## src/rtl/flg_pkg.sv

```systemverilog
package flg_pkg;
  typedef enum logic [2:0] {
    OP_WRITE      = 3'd0,
    OP_BLK_ERASE  = 3'd1,
    OP_CHIP_ERASE = 3'd2,
    OP_SET_LOCK   = 3'd3,
    OP_SET_PERM   = 3'd4,
    OP_CLR_LOCKS  = 3'd5
  } op_e;

  typedef enum logic [1:0] {
    RC_OK     = 2'd0,
    RC_VOLT   = 2'd1,
    RC_LOCKED = 2'd2,
    RC_PERM   = 2'd3
  } rc_e;
endpackage

```

## src/rtl/flg_addr_map.sv

```systemverilog
module flg_addr_map #(
  parameter int ADDR_W   = 20,
  parameter int MAIN_N   = 15,
  parameter int MAIN_SH  = 16,
  parameter int SMALL_SH = 13,
  parameter int IDX_W    = 5
) (
  input  logic [ADDR_W-1:0] addr,
  output logic [IDX_W-1:0]  idx
);
  localparam logic [ADDR_W-1:0] SMALL_BASE = ADDR_W'(MAIN_N) << MAIN_SH;

  logic [ADDR_W-1:0] small_off;
  assign small_off = addr - SMALL_BASE;

  always_comb begin
    if (addr < SMALL_BASE) idx = IDX_W'(addr >> MAIN_SH);
    else                   idx = IDX_W'(MAIN_N) + IDX_W'(small_off >> SMALL_SH);
  end
endmodule

```

## src/rtl/flg_policy.sv

```systemverilog
module flg_policy
  import flg_pkg::*;
#(
  parameter int NBLK  = 23,
  parameter int IDX_W = 5
) (
  input  logic [2:0]       op,
  input  logic [IDX_W-1:0] idx,
  input  logic [NBLK-1:0]  locks,
  input  logic             perm,
  input  logic             prot_n,
  input  logic             volt_low,
  output logic             known,
  output rc_e              code,
  output logic [NBLK-1:0]  mask,
  output logic             skip,
  output logic             do_set,
  output logic             do_clr,
  output logic             do_perm
);
  logic [NBLK-1:0] eff_lock;
  logic [NBLK-1:0] onehot;

  assign eff_lock = locks & {NBLK{~prot_n}};
  assign onehot   = NBLK'(1) << idx;

  always_comb begin
    known   = 1'b1;
    code    = RC_OK;
    mask    = '0;
    skip    = 1'b0;
    do_set  = 1'b0;
    do_clr  = 1'b0;
    do_perm = 1'b0;
    case (op)
      OP_WRITE, OP_BLK_ERASE: begin
        if (volt_low)                code = RC_VOLT;
        else if (|(onehot & eff_lock)) code = RC_LOCKED;
        else                         mask = onehot;
      end
      OP_CHIP_ERASE: begin
        if (volt_low) code = RC_VOLT;
        else begin
          mask = ~eff_lock;
          skip = |eff_lock;
        end
      end
      OP_SET_LOCK: begin
        if (volt_low)  code = RC_VOLT;
        else if (perm) code = RC_PERM;
        else           do_set = 1'b1;
      end
      OP_CLR_LOCKS: begin
        if (volt_low)  code = RC_VOLT;
        else if (perm) code = RC_PERM;
        else           do_clr = 1'b1;
      end
      OP_SET_PERM: begin
        if (volt_low) code = RC_VOLT;
        else          do_perm = 1'b1;
      end
      default: known = 1'b0;
    endcase
  end
endmodule

```

## src/rtl/flg_lock_regs.sv

```systemverilog
module flg_lock_regs #(
  parameter int NBLK  = 23,
  parameter int IDX_W = 5
) (
  input  logic             clk,
  input  logic             rst,
  input  logic             set_one,
  input  logic             clr_all,
  input  logic             set_perm,
  input  logic [IDX_W-1:0] idx,
  output logic [NBLK-1:0]  locks,
  output logic             perm
);
  for (genvar g = 0; g < NBLK; g++) begin : g_bit
    always_ff @(posedge clk) begin
      if (rst)                                 locks[g] <= 1'b0;
      else if (clr_all)                        locks[g] <= 1'b0;
      else if (set_one && (idx == IDX_W'(g)))  locks[g] <= 1'b1;
    end
  end

  always_ff @(posedge clk) begin
    if (rst)           perm <= 1'b0;
    else if (set_perm) perm <= 1'b1;
  end
endmodule

```

## src/rtl/flg_lock_guard.sv

```systemverilog
module flg_lock_guard
  import flg_pkg::*;
#(
  parameter int ADDR_W   = 20,
  parameter int MAIN_N   = 15,
  parameter int SMALL_N  = 8,
  parameter int MAIN_SH  = 16,
  parameter int SMALL_SH = 13,
  parameter int NBLK     = MAIN_N + SMALL_N,
  parameter int IDX_W    = $clog2(NBLK)
) (
  input  logic              clk,
  input  logic              rst,
  input  logic              req_valid,
  input  logic [2:0]        req_op,
  input  logic [ADDR_W-1:0] req_addr,
  input  logic              hw_prot_n,
  input  logic              pgm_volt_low,
  output logic              rsp_valid,
  output logic              rsp_grant,
  output logic [1:0]        rsp_code,
  output logic [IDX_W-1:0]  rsp_blk,
  output logic [NBLK-1:0]   rsp_mask,
  output logic              rsp_skip,
  output logic [NBLK-1:0]   lock_bits,
  output logic              perm_lock
);
  logic [IDX_W-1:0] idx;
  logic             known, skip, do_set, do_clr, do_perm;
  rc_e              code;
  logic [NBLK-1:0]  mask;
  logic             take;

  flg_addr_map #(
    .ADDR_W(ADDR_W), .MAIN_N(MAIN_N), .MAIN_SH(MAIN_SH),
    .SMALL_SH(SMALL_SH), .IDX_W(IDX_W)
  ) u_map (.addr(req_addr), .idx(idx));

  flg_policy #(.NBLK(NBLK), .IDX_W(IDX_W)) u_pol (
    .op(req_op), .idx(idx), .locks(lock_bits), .perm(perm_lock),
    .prot_n(hw_prot_n), .volt_low(pgm_volt_low),
    .known(known), .code(code), .mask(mask), .skip(skip),
    .do_set(do_set), .do_clr(do_clr), .do_perm(do_perm)
  );

  assign take = req_valid && known;

  flg_lock_regs #(.NBLK(NBLK), .IDX_W(IDX_W)) u_regs (
    .clk(clk), .rst(rst),
    .set_one(take && do_set), .clr_all(take && do_clr),
    .set_perm(take && do_perm), .idx(idx),
    .locks(lock_bits), .perm(perm_lock)
  );

  always_ff @(posedge clk) begin
    if (rst || !take) begin
      rsp_valid <= 1'b0;
      rsp_grant <= 1'b0;
      rsp_code  <= 2'd0;
      rsp_blk   <= '0;
      rsp_mask  <= '0;
      rsp_skip  <= 1'b0;
    end else begin
      rsp_valid <= 1'b1;
      rsp_grant <= (code == RC_OK);
      rsp_code  <= code;
      rsp_blk   <= idx;
      rsp_mask  <= mask;
      rsp_skip  <= skip;
    end
  end
endmodule

```

## config.mk

```make
export PLATFORM = sky130hd
export DESIGN_NAME = flg_lock_guard
export DESIGN_NICKNAME = d
export VERILOG_FILES = /design/src/rtl/flg_pkg.sv /design/src/rtl/flg_addr_map.sv /design/src/rtl/flg_policy.sv /design/src/rtl/flg_lock_regs.sv /design/src/rtl/flg_lock_guard.sv
export SDC_FILE = /design/constraint.sdc
export NUM_CORES = 1
export LEC_CHECK = 0
export ABC_CLOCK_PERIOD_IN_PS = 7550
export BUFFER_PORTS_ARGS = -buffer_cell sky130_fd_sc_hd__buf_2
export CORE_AREA = 2 2 87 89
export CTS_CLUSTER_DIAMETER = 40
export DETAILED_ROUTE_END_ITERATION = 7
export DIE_AREA = 0 0 89 91
export PLACE_DENSITY_LB_ADDON = 0.2
export SLEW_MARGIN = 25
export SYNTH_ARGS = -nofsm -noshare
export SYNTH_HDL_FRONTEND = slang
export SYNTH_SLANG_ARGS = --single-unit
export TNS_END_PERCENT = 10
```

## constraint.sdc

```tcl
create_clock -name clk -period 7.55 [get_ports clk]
set_input_delay 1.1325 -clock clk [delete_from_list [all_inputs] [get_ports clk]]
set_output_delay 1.1325 -clock clk [all_outputs]
set_load 0.05 [all_outputs]
```

== Word level (Yosys, flattened, before mapping) ==
Cells that the tools add are included.

* Register bits after elaboration: 57
* Input port bits: 28
* Output and inout port bits: 57
* Logic and storage cells: 125

* Add/sub/neg operators: 2
* Order comparisons: 1
* Equal/unequal tests: 27
* Shift operators: 1
* Multiplexer cells: 19
* Bitwise gates (word level): 5
* Reduce and logical (&&, ||, !) cells: 40

{| class="wikitable"
|+ Operator list
! cell !! count
|-
| $mux 23 || 3
|-
| $and 23x23->23 || 2
|-
| $pmux 23 s2 || 1
|-
| $reduce_or 23->1 || 2
|-
| $eq 5x4->1 const B || 8
|-
| $eq 5x5->1 const B || 7
|-
| $logic_and 1x1->1 || 27
|-
| $not 23->23 || 1
|-
| $shl 1x5->23 const A || 1
|-
| $eq 5x3->1 const B || 4
|-
| $lt 20x20->1 const B || 1
|-
| $sub 18x18->18 const B || 1
|-
| $eq 5x2->1 const B || 2
|-
| $mux 1 || 9
|-
| $mux 2 || 4
|-
| $reduce_or 2->1 || 4
|-
| $eq 3x2->1 const B || 2
|-
| $eq 3x3->1 const B || 2
|-
| $pmux 2 s3 || 1
|-
| $reduce_or 6->1 || 1
|-
| $add 4x5->5 const A || 1
|-
| $eq 5x1->1 const B || 1
|-
| $logic_not 5->1 || 1
|-
| $mux 5 || 1
|-
| other kinds (7) || 8
|}

== Logic depth before layout (Yosys ltp) ==
Gate-level depths: netlist of the first run.

* Word-level depth: 10
* Mapped depth: 12
* Mapped depth without buffers: 9

== By module ==
Synthesis of the first run repeated with hierarchy kept, for this count alone.

* Cells, all modules: 316
* Area, all modules: 2959.1 um2

{| class="wikitable"
|+ Modules (own cells, without submodules)
! module !! instances !! cells each !! area each (um2) !! seq. area each (um2)
|-
| flg_policy || 1 || 160 || 1039.7 || 0.0
|-
| flg_lock_guard || 1 || 72 || 940.9 || 660.6
|-
| flg_lock_regs || 1 || 66 || 858.3 || 480.5
|-
| flg_addr_map || 1 || 18 || 120.1 || 0.0
|}

== Worst setup path after synthesis of the first run ==
Ideal clock, no wire load.

* Kind: input -> register
* From: input req_addr[13]
* To: register rsp_mask[0]
* Library setup time: 0.096 ns
* Data arrival time: 3.383 ns
* Data required time: 7.454 ns
* Path slack: 4.071 ns
* Cell stages on the path: 12
* Buffers on the path: 3
* Cells stage by stage: buf_4 -> inv_1 -> ha_1 -> clkbuf_1 -> nor2b_1 -> nand2_1 -> o22ai_1 -> a22o_1 -> a222oi_1 -> nand3_2 -> buf_6 -> o41ai_2

* Longest elaborated chain between the ends: 9
* Elaborated cells on any way between the ends: 10
* Those cells by class: add/sub: 2; order compare: 1; shift: 1; mux: 4; bitwise: 1; reduce/logical: 1

{| class="wikitable"
|+ RTL lines
! element !! RTL line !! source
|-
| from (decl) || flg_lock_guard.sv:16 || <nowiki>input logic [ADDR_W-1:0] req_addr,</nowiki>
|-
| $sub 18x18->18 || flg_addr_map.sv:14 || <nowiki>assign small_off = addr - SMALL_BASE;</nowiki>
|-
| $add 4x5->5 || flg_addr_map.sv:18 || <nowiki>else idx = IDX_W'(MAIN_N) + IDX_W'(small_off >> SMALL_SH);</nowiki>
|-
| $mux 5 (*) || flg_addr_map.sv:17 || <nowiki>if (addr < SMALL_BASE) idx = IDX_W'(addr >> MAIN_SH);</nowiki>
|-
| $shl 1x5->23 (*) || flg_policy.sv:25 || <nowiki>assign onehot = NBLK'(1) << idx;</nowiki>
|-
| $and 23x23->23 || flg_policy.sv:38 || <nowiki>else if (|(onehot & eff_lock)) code = RC_LOCKED;</nowiki>
|-
| $reduce_or 23->1 || flg_policy.sv:38 ||
|-
| $mux 23 (*) || flg_policy.sv:38 ||
|-
| $mux 23 (*) || flg_policy.sv:37 || <nowiki>if (volt_low) code = RC_VOLT;</nowiki>
|-
| $pmux 23 s2 (*) || flg_policy.sv:35 || <nowiki>case (op)</nowiki>
|-
| to (signal assigned) || flg_lock_guard.sv:68 || <nowiki>rsp_mask <= mask;</nowiki>
|-
| to (decl) || flg_lock_guard.sv:23 || <nowiki>output logic [NBLK-1:0] rsp_mask,</nowiki>
|}

Mark *: on every way between the ends. The rest lies on a longest branch, timed or not.
A chain may end at the register's enable or synchronous reset.

== Worst setup path after layout of the first run ==
* From: input req_addr[13]
* To: register rsp_grant

* Longest elaborated chain between the ends: 10
* Elaborated cells on any way between the ends: 11
* Those cells by class: add/sub: 2; order compare: 1; shift: 1; mux: 4; bitwise: 1; reduce/logical: 2

{| class="wikitable"
|+ RTL lines
! element !! RTL line !! source
|-
| $sub 18x18->18 || flg_addr_map.sv:14 ||
|-
| $add 4x5->5 || flg_addr_map.sv:18 ||
|-
| $mux 5 (*) || flg_addr_map.sv:17 ||
|-
| $shl 1x5->23 (*) || flg_policy.sv:25 ||
|-
| $and 23x23->23 (*) || flg_policy.sv:38 ||
|-
| $reduce_or 23->1 (*) || flg_policy.sv:38 ||
|-
| $mux 2 (*) || flg_policy.sv:38 ||
|-
| $mux 2 (*) || flg_policy.sv:37 ||
|-
| $pmux 2 s3 (*) || flg_policy.sv:35 ||
|-
| $logic_not 2->1 (*) || flg_lock_guard.sv:65 || <nowiki>rsp_grant <= (code == RC_OK);</nowiki>
|-
| to (signal assigned) || flg_lock_guard.sv:65 ||
|-
| to (decl) || flg_lock_guard.sv:20 || <nowiki>output logic rsp_grant,</nowiki>
|}

Marked as above.

==> flow_metrics.tcl, run 1 <==
set metrics [dict create \
    outcome "finished clean" \
    timing_hold_violations_final 0 \
    clock_latency_ns 0.34 \
    power_frac_seq 0.478 \
    cp_max_fo 23 \
    hp-class "reg -> reg" \
    die_w_um 89 \
    routabilityCongestion 0.954 \
    synth.most_common_cell "dfxtp_1" \
    final_nets 412 \
    cts_made_buffers 9 \
    critPathBufInv 2 \
    drtPass1Iterations 4 \
    postSynthCellCount 315 \
    synth_top_cells_by_area "dfxtp_1, nor2_1, a21oi_1, o41ai_2, inv_1" \
    wl_per_cell_um 17.0 \
    pwr-share-clk 0.405 \
    combPwrFrac 0.117 \
    synth_edf_count 0 \
    antenna_cells 0 \
    wl_met3_um 753 \
    power_density_mw_per_mm2 191 \
    yosysUniqueCellTypes 57 \
    drt-vias-per-instance 5.51 \
    ios 85 \
    worst_pin_slew_ns 1.02 \
    cp.required_ns 7.76 \
    power.switching_mw 0.170 \
    drt-total-wl_um 8230 \
    finalMaxSlewViolations 0 \
    antenna_left 0 \
    grt_pass1_wl_um 12700 \
    maxCapViolations 0 \
    die_area_mm2 0.00810 \
    grt-ovfl-total 0 \
    max_slew_margin 0.315 \
    arrival_ns 4.31 \
    start_util 0.388 \
    drive_above_1_share 0.275 \
    core_area_mm2 0.00714 \
    std_cell_rows 31 \
    finalSetupViolations 0 \
    finClkSkew_ns 0.00730 \
    worst_path_max_delay_cell "nand3_2" \
    critPathMaxStageDelay_ns 0.58 \
    synth_common_cells "dfxtp_1, nor2_1, a21oi_1" \
    met2_length_um 3630 \
    yosys.area.top_type "dfxtp_1" \
    n_fill_cell 761 \
    cts.hold.buffers_added 0 \
    syn_area_mm2 0.00277 \
    cts_max_level 3 \
    top_layer_used "met4" \
    setup_tns_ns 0 \
    cts_setup_buffers 0 \
    grtUsageTotal 0.206 \
    grt_pass1_vias 2403 \
    crit_path_end_kind "flip-flop" \
    hpwl_um 5950 \
    postSynthAreaPerCell_um2 8.80 \
    seq_area_mm2 0.00114 \
    clock-sinks 57 \
    synth-main-ff-cell "dfxtp_1" \
    total_power_mw 0.637 \
    min_period_ns 4.11 \
    m1WireLength_um 3750 \
    grt_max_degree 31 \
    vdd_drop_max_v 0.0000989 \
    vias 2670 \
    ctsRootBufferMaster "clkbuf_8" \
    synth_nets 345 \
    ctsResizeCount 0 \
    yosysWarnings 0 \
    intPower_mw 0.467 \
    fmax_mhz 244 \
    antenna_found_initial 0 \
    crit_type "in -> reg" \
    rsz0062_at_grt "no" \
    port-buffer-count 71 \
    cp-start-kind "input port" \
    drc 0 \
    synth-seq-cells 57 \
    async_flop_share 0 \
    p_leak_nw 1.44 \
    areaGrowthSynthToFinish_pct 20.4 \
    die_y_um 91 \
    multi_input_area_mm2 0.00143 \
    cts_buffer_depth 2 \
    drt-initial-drc-count 257 \
    period_share 0.544 \
    crit_family "compound AO/OA/AOI/OAI gates" \
    synth_top_area_share 0.412 \
    path_cells "buf_2, inv_1, ha_1, xnor2_1, a31oi_4, a221o_1, nor2_1, a222oi_1, nand3_2, a2111oi_1" \
    power.share.switching 0.267 \
    clkTransAtPathRegs_ns 0.06 \
    cts_tree "yes" \
    ys_seq_area_frac 0.412 \
]
==> worst reg2reg max path, cell delays in order (launching register included) <==
cell       delay (ns)
dfxtp_1          0.36
mux2i_1          0.15
a41oi_1          0.12
o21ai_0          0.11
o22ai_1          0.11
a211oi_1         0.30
nand3_2          0.55
a2111oi_1        0.58
==> state kept, by name, indices dropped and copies added, names as in the netlist <==
name,cells
rsp_valid,1
rsp_skip,1
rsp_blk,5
u_regs.perm,1
rsp_mask,23
rsp_grant,1
rsp_code,2
u_regs.locks,23
==> cell families after synthesis <==
group / Yosys count / share of synthesized area
multiplexers: 6 / 0.0262
XOR/XNOR: 3 / 0.0122
flip-flops: 57 / 0.412
adder cells (fa/ha/maj): 2 / 0.00902
buffers and inverters: 41 / 0.0731
AND/OR/NAND/NOR: 111 / 0.198
AO/OA/AOI/OAI: 95 / 0.270
==> final cells by class <==
type / count / area share
repair buffers: 74 / 0.113
inverters: 23 / 0.0259
clock inverters: 2 / 0.00375
well taps: 99 / 0.0371
flip-flops and latches: 57 / 0.342
multi-input cells: 217 / 0.428
clock buffers: 13 / 0.0506
==> power groups by stage <==
stage / registers, mW / logic, mW / clock network [mW]
after floorplan: 0.322 / 0.0445 / 0
after global placement: 0.311 / 0.0732 / 0
after detailed placement: 0.312 / 0.0736 / 0
after CTS: 0.305 / 0.0738 / 0.262
after global routing: 0.305 / 0.0798 / 0.274
final: 0.305 / 0.0744 / 0.258
==> routing by layer <==
layer | global-route usage | vias up
li1 | - | 1288
met1 | 0.293 | 1254
met2 | 0.295 | 118
met3 | 0.0627 | 10
met4 | 0.0659 | 0
met5 | 0 | -
==> metrics by stage <==
step                      hold WS [ns]  cells  cell area (um^2)  setup WS (ns)  utilization
after global placement           0.512    470              3160           3.18        0.442
after global routing             0.576    485              3340           3.21        0.468
final                            0.524    485              3340           3.44        0.468
after floorplan                  0.709    315              2770           4.07            -
after CTS                        0.528    485              3340           3.48        0.468
after detailed placement         0.520    470              3160           3.16        0.442
==> layout by cell type, fill, tap and decap left out, drive strengths merged, types with 2 or more instances in the layout <==
master / n
o31ai: 8
or3: 2
o41ai: 10
xnor2: 2
inv: 23
a211oi: 2
nand3: 11
or2: 2
nor3: 4
nand3b: 3
nor2: 40
o32ai: 7
ha: 2
nor4: 8
and3: 2
dfxtp: 57
a31oi: 5
nand2: 18
nand2b: 4
mux2i: 6
a21oi: 26
o21ai: 15
a31o: 2
nand4: 3
o22ai: 5
nor2b: 11
clkbuf: 13
buf: 74
a41oi: 2
==> worst paths after layout <==
kind / start / to / slack (ns) / depth (start not counted)
setup / recovery: req_addr[13] / rsp_grant / 3.44 / 10
hold / removal: u_regs.locks[21] / u_regs.locks[21] / 0.52 / 2
setup reg to reg: u_regs.locks[16] / rsp_grant / 5.13 / 7
hold reg to reg: u_regs.locks[21] / u_regs.locks[21] / 0.52 / 2
Power figures use the tool's default switching activity.
==> inputs of run 2 (changes only) <==
--- a/config.mk
+++ b/config.mk
@@ -5,7 +5,7 @@
 export SDC_FILE = /design/constraint.sdc
 export NUM_CORES = 1
 export LEC_CHECK = 0
-export ABC_CLOCK_PERIOD_IN_PS = 7550
+export ABC_CLOCK_PERIOD_IN_PS = 3300
 export BUFFER_PORTS_ARGS = -buffer_cell sky130_fd_sc_hd__buf_2
 export CORE_AREA = 2 2 87 89
 export CTS_CLUSTER_DIAMETER = 40
==> constraint.sdc (replaced) <==
create_clock -name clk -period 3.3 [get_ports clk]
set_input_delay 0.495 -clock clk [delete_from_list [all_inputs] [get_ports clk]]
set_output_delay 0.495 -clock clk [all_outputs]
set_load 0.05 [all_outputs]
==> run 2 against run 1 <==
  * First-iteration DRC count increased by 7.4%
  * Largest cell class unchanged
  * Utilization is 2.2 points higher
  * Routed wire length grew 1.3%
  * Combinational power rose to 2.5 times the previous value
  * Register-to-register slack got worse by 3.9 ns
  * Clock skew about the same
  * Critical path type unchanged
  * Clock power grew to 2.5 times the previous value
==> flow_metrics.tcl, run 2 (synthesis gave the netlist of run 1 again) <==
set metrics [dict create \
    drtPass1Iterations 4 \
    grt_pass1_wl_um 13000 \
    clock_latency_ns 0.34 \
    core_area_mm2 0.00714 \
    grtUsageMet3 0.0636 \
    final_nets 429 \
    drc 0 \
    antenna_left 0 \
    post-route-cell-area_mm2 0.00349 \
    cts_made_buffers 9 \
    clkTransAtPathRegs_ns 0.06 \
    worst_path_max_delay_cell "a222oi_1" \
    std_cell_rows 31 \
    grt_use_met1 0.302 \
    cts_max_level 3 \
    ctsResizeCount 0 \
    die_y_um 91 \
    vdd_drop_max_v 0.000292 \
    antenna_cells 0 \
    place_area_mm2 0.00330 \
    min_period_ns 2.83 \
    cp_max_fo 8 \
    antenna_found_initial 0 \
    drt-initial-drc-count 276 \
    grt-ovfl-total 0 \
    arrival_ns 3.04 \
    die_w_um 89 \
    clock-sinks 57 \
    areaGrowthSynthToFinish_pct 26.0 \
    max_slew_margin 0.427 \
    reg2reg_slack_ns 1.25 \
    die_area_mm2 0.00810 \
    fin_cells 502 \
    drive_above_1_share 0.303 \
    maxCapViolations 0 \
    gr-max-usage-layer "met2" \
    crit_path_end_kind "flip-flop" \
    largestRegisters "rsp_mask: 23 flops, u_regs.locks: 23 flops, rsp_blk: 5 flops" \
    setup_ws_ns 0.466 \
    ios 85 \
    routabilityCongestion 0.912 \
    crit_family "compound AO/OA/AOI/OAI gates" \
    p_leak_nw 1.54 \
    critPathBufInv 3 \
    power_density_mw_per_mm2 438 \
    critPathMaxStageDelay_ns 0.44 \
    period_share 0.859 \
    finClkSkew_ns 0.00765 \
    cts_setup_buffers 0 \
    hp-class "in -> reg" \
    grt_max_degree 31 \
    cp.required_ns 3.51 \
    place_inst 487 \
    drt-total-wl_um 8340 \
    cts_buffer_depth 2 \
    worst_pin_slew_ns 0.860 \
    whs_ns 0.340 \
    fmax_mhz 353 \
    mostFrequentLayoutCell "buf_2" \
    vias 2739 \
    hpwl_um 6170 \
    met2_usage 0.312 \
    crit_type "in -> reg" \
    wl_per_cell_um 16.6 \
    start_util 0.388 \
    setup_tns_ns 0 \
    total_power_mw 1.53 \
    finalSetupViolations 0 \
    cp-start-kind "input port" \
    rsz0062_at_grt "no" \
    ctsRootBufferMaster "clkbuf_8" \
    fin_util 0.490 \
    drt-vias-per-instance 5.46 \
    port-buffer-count 71 \
    grtUsageTotal 0.214 \
    grt_pass1_vias 2492 \
    dp_slack_ns 0.160 \
    outcome "finished clean" \
    path_cells "buf_2, inv_1, ha_1, nand3b_1, xor2_1, a211oi_1, a32o_1, a222oi_1, nand3_2, buf_4, o41ai_2" \
    timing_hold_violations_final 0 \
    final_cell_mix "buf_2, dfxtp_1, nor2_1, a21oi_1, inv_1" \
    cts_tree "yes" \
    cts.hold.buffers_added 0 \
    n_fill_cell 729 \
    finalMaxSlewViolations 0 \
]
run 2: cell count changes in the layout (fill, tap and decap cells not counted):
cell	change
buf_4	+16
buf_12	+1
bufinv_16	+1
clkbuf_1	+1
clkbuf_8	-1
clkinv_2	-1
run 2: worst paths after layout:
check	depth (start not counted)	to	from
worst max-delay path	11	rsp_mask[20]	req_addr[13]
worst min-delay path	2	u_regs.perm	rst
worst min register to register	2	u_regs.locks[17]	u_regs.locks[17]
worst max register to register	8	rsp_mask[20]	u_regs.locks[16]
run 2: metal layers:
| layer | vias up | share of wire | wire (um) |
|---|---|---|---|
| li1 | 1314 | - | - |
| met1 | 1296 | 0.47 | 3920 |
| met2 | 118 | 0.45 | 3730 |
| met3 | 11 | 0.070 | 582 |
| met4 | 0 | 0.013 | 108 |
| met5 | - | 0 | 0 |
run 2: cell type report:
| type | instances | area [um^2] | share of cell area |
|---|---|---|---|
| Tap cell | 99 | 124 | 0.0354 |
| Clock inverter | 2 | 37.5 | 0.0107 |
| Clock buffer | 13 | 159 | 0.0455 |
| Inverter | 23 | 86.3 | 0.0247 |
| Multi-Input combinational cell | 217 | 1430 | 0.409 |
| Timing Repair Buffer | 91 | 518 | 0.148 |
| Sequential cell | 57 | 1140 | 0.327 |
run 2: power breakdown:
group	leakage, nW	switching (mW)	internal, mW
logic	0.979	0.128	0.0584
clock network	0.0957	0.261	0.386
registers	0.460	0.00231	0.695
total	1.54	0.392	1.14
